--- config.mk ---
export PLATFORM = sky130hd
export DESIGN_NAME = igc_verdict
export DESIGN_NICKNAME = d
export VERILOG_FILES = /design/src/rtl/igc_pkg.sv /design/src/rtl/igc_verdict.sv
export SDC_FILE = /design/constraint.sdc
export NUM_CORES = 1
export LEC_CHECK = 0
export CELL_PAD_IN_SITES_DETAIL_PLACEMENT = 0
export CELL_PAD_IN_SITES_GLOBAL_PLACEMENT = 1
export CORE_ASPECT_RATIO = 1.4
export CORE_UTILIZATION = 10
export DETAILED_ROUTE_END_ITERATION = 7
export PLACE_DENSITY_LB_ADDON = 0.08
export SLEW_MARGIN = 10
export SYNTH_ARGS = -nofsm -noshare
export SYNTH_HDL_FRONTEND = slang
export SYNTH_SLANG_ARGS = --single-unit
--- constraint.sdc ---
create_clock -name vclk -period 2.5
set_clock_uncertainty 0.2 [all_clocks]
set_input_delay 0.75 -clock vclk [all_inputs]
set_output_delay 0.75 -clock vclk [all_outputs]
set_load 0.03 [all_outputs]
--- src/rtl/igc_pkg.sv ---
package igc_pkg;

    typedef enum logic [0:0] {
        ST_IDLE   = 1'b0,
        ST_REPORT = 1'b1
    } igc_state_e;

    typedef enum logic [1:0] {
        FK_NONE  = 2'd0,
        FK_TYPE  = 2'd1,
        FK_CANON = 2'd2,
        FK_SEG   = 2'd3
    } igc_fault_e;

    localparam logic [3:0] TYPE_INT64  = 4'hE;
    localparam logic [3:0] TYPE_TRAP64 = 4'hF;

    localparam int PTR_W = 64;

endpackage

--- src/rtl/igc_verdict.sv ---
module igc_verdict #(
    parameter int VEC_W  = 8,
    parameter int VA_W   = 48,
    parameter int CODE_W = 16
) (
    input  logic [VEC_W-1:0]            vector,
    input  logic [igc_pkg::PTR_W-1:0]   ip,
    input  logic [3:0]                  gtype,
    input  logic                        cs_long,
    input  logic                        cs_dflt,
    output igc_pkg::igc_fault_e         kind,
    output logic [CODE_W-1:0]           code
);
    import igc_pkg::*;

    localparam int TOP_W = PTR_W - VA_W + 1;

    logic type_ok, canon_ok, seg_ok;
    logic [TOP_W-1:0] top_bits;
    logic [CODE_W-1:0] vec_code;

    assign top_bits = ip[PTR_W-1:VA_W-1];
    assign type_ok  = (gtype == TYPE_INT64) || (gtype == TYPE_TRAP64);
    assign canon_ok = (&top_bits) || ~(|top_bits);
    assign seg_ok   = cs_long && !cs_dflt;

    always_comb begin
        vec_code = '0;
        vec_code[VEC_W+2:0] = {vector, 3'b010};
    end

    always_comb begin
        kind = FK_NONE;
        code = '0;
        if (!type_ok) begin
            kind = FK_TYPE;
        end else if (!canon_ok) begin
            kind = FK_CANON;
        end else if (!seg_ok) begin
            kind = FK_SEG;
            code = vec_code;
        end
    end
endmodule

==> impl_metrics.csv <==
group,metric,value,unit
status,status,"finished with violations",
status,violations,"setup timing",
synthesis,synth_cell_type_count,18,
timing,finalSetupViolCount,11,
floorplanning,coreArea,0.002849,mm²
critical_path,end_kind,"output pin",
timing,finalCritPeriodShare,128.1,%
synthesis,synthMuxAreaShare,0,%
global_route,grt_pass1_wl,1911,µm
power,total_power,0.08676,mW
power,p_switching,0.03858,mW
power,ir_worst_vdd,0.00003798,V
power,switching_share,44.47,%
power,pwr-share-comb,100.0,%
critical_path,path_max_fanout,5,
hold_path,hp-class,"input pin to output pin",
power,power_frac_seq,0,%
power,p_clk_share,0,%
critical_path,path_class,"input pin to output pin",
job,drv_cap,0,
detailed_routing,post_drt_wl_per_cell,11.75,µm
timing,timing.hold.ws,1.968,ns
detailed_routing,drt_iter0_markers,0,
place,dp_hpwl,1122,µm
cells_and_area,n_antenna_cell,0,
timing,drv_slew,0,
critical_path,cpMostUsedCell,"buf_6",
synthesis,synthAdderAreaFrac,0,%
global_route,grt_pass1_vias,459,
floorplanning,die_w,47.93,µm
critical_path,worstPathCellList,"buf_6 -> or4_4 -> nor3_4 -> a22oi_2 -> bufbuf_16 -> nor3b_4 -> buf_6",
place,dpl_cell_area,783.3,µm²
global_route,antenna_found_initial,0,
timing,max_freq,312.3,MHz
power,leakagePower,0.4233,nW
synthesis,syn_area_per_cell,7.771,µm²
cells_and_area,flops_and_latches,0,
power,cellPowerDensity,97.25,mW/mm²
synthesis,synth-compound-area-share,6.780,%
detailed_routing,routed_wl,1398,µm
critical_path,arrival,2.25,ns
timing,rsz0062_at_grt,"true",
global_route,grt_overflow_total,0,
synthesis,synthesis.area,295.3,µm²
detailed_routing,drc,0,
critical_path,worstPathRequired,1.55,ns
cells_and_area,final_nets,162,
critical_path,crit_path_max_incr_delay,0.53,ns
cells_and_area,clock_buffers,0,
critical_path,cp-start-kind,"input pin",
critical_path,slowest_stage,"or4_4",
cells_and_area,syn_to_final_growth,202.1,%
detailed_routing,dr.pass1.iters,1,
detailed_routing,antenna_left,0,
timing,setup_ws,-0.7022,ns
synthesis,seq_area_frac_synth,0,%
floorplanning,placementRows,23,
detailed_routing,viasPerCell,3.908,
place,post-place-ws,-1.212,ns
synthesis,synthXorXnorAreaFrac,0,%
power,intPower,0.04818,mW
place,numPortBuffers,41,
synthesis,yosys_warnings,0,
cells_and_area,regArea,0,µm²
synthesis,synth_top_area_cell,"nor3b_2",
global_route,track_usage,8.325,%
cells_and_area,drive_gt1_share,47.56,%
cells_and_area,fin_area,892.1,µm²
timing,min_period,3.202,ns
global_route,grt_max_degree,10,
synthesis,synthCells,38,
detailed_routing,via_count,465,
floorplanning,die_height,66.30,µm
place,gp_congestion,0.5987,
floorplanning,die_area,0.003177,mm²
floorplanning,ioPinCount,96,
synthesis,ys_top_cells_by_area,"nor3b_2 (34%), buf_4 (18%), nand4_1 (6.4%), and3_1 (4.2%), nor4_1 (4.2%)",
synthesis,synth_top_family_by_area,"simple AND/OR/NAND/NOR gates",
timing,hold_viol,0,
floorplanning,start_util,10.36,%
synthesis,synth_top_area_share,33.90,%
synthesis,yosys.area_share.simple,70.34,%
power groups by stage:
stage | logic (mW) | clock network [mW] | registers, mW
finish | 0.0868 | 0 | 0
global route | 0.0927 | 0 | 0
CTS | 0.0861 | 0 | 0
detailed placement | 0.0895 | 0 | 0
global placement | 0.0890 | 0 | 0
floorplan | 0.0399 | 0 | 0
cell type report:
type | instances | area [µm²]
Timing Repair Buffer | 46 | 490.5
Fill cell | 302 | 1957
Tap cell | 37 | 46.29
Multi-Input combinational cell | 36 | 355.3
routing by layer:
| layer | vias up | part of all wire [%] | global-route usage (%) |
|---|---|---|---|
| met2 | 36 | 60 | 18.92 |
| met5 | - | 0 | 0 |
| met3 | 0 | 11 | 1.093 |
| li1 | 220 | - | - |
| met4 | 0 | 0 | 0 |
| met1 | 209 | 29 | 6.947 |
metrics by stage:
| step | instances | util [%] | TNS, ns |
|---|---|---|---|
| 3_5_place_dp | 117 | 27.49 | -11.12 |
| 2_1_floorplan | 44 | - | -4.742 |
| 3_3_place_gp | 117 | 27.49 | -10.95 |
| 4_1_cts | 119 | 30.65 | -8.001 |
| 5_1_grt | 119 | 31.31 | -8.126 |
| 6_report | 119 | 31.31 | -7.272 |
cell families (layout without fill, tap and decap cells):
family,Yosys count,count (layout)
AND/OR/NAND/NOR,26,26
other,1,7
buffers and inverters,8,46
AO/OA/AOI/OAI,3,3
cell usage in the layout, fill, tap and decap left out, drive strengths merged, types with 2 or more instances in the layout:
master	synthesis	final
conb	1	7
nand4	3	3
nor3b	8	8
and3	2	2
nand2	2	2
clkdlybuf4s50	0	15
nor3	3	3
dlymetal6s2s	0	3
dlygate4sd2	0	8
nor2	2	2
nor4	2	2
buf	8	18
what timing repair did:
item                       CTS  global route
cloned                       1             0
pin swaps                   10             7
setup endpoints to repair   11            11
buffers inserted             1             0
resized for setup           42            12
hold buffers                 0             0
worst max-delay path: cells and delay by family:
kind                   cells  cell delay, ns
AOI/OAI and AO/OA          1            0.11
buffers and inverters      3            0.53
and+or+nand+nor            3            0.85
cell usage after synthesis:
cell	instances
nor3b_2	8
buf_4	7
nand4_1	3
and3_1	2
nand2_1	2
nor2_1	2
nor3_1	2
nor4_1	2
a22oi_1	1
buf_6	1
conb_1	1
nand2b_1	1
nand3_1	1
nor2b_1	1
nor3_2	1
o21a_1	1
o21ai_1	1
or4_4	1
worst paths after layout:
kind | startpoint | end | slack, ns | cells past startpoint
setup / recovery | ip[53] | code[6] | -0.70 | 7
hold / removal | vector[2] | code[5] | 1.97 | 3
No activity file was read; power rests on OpenSTA's default activity.
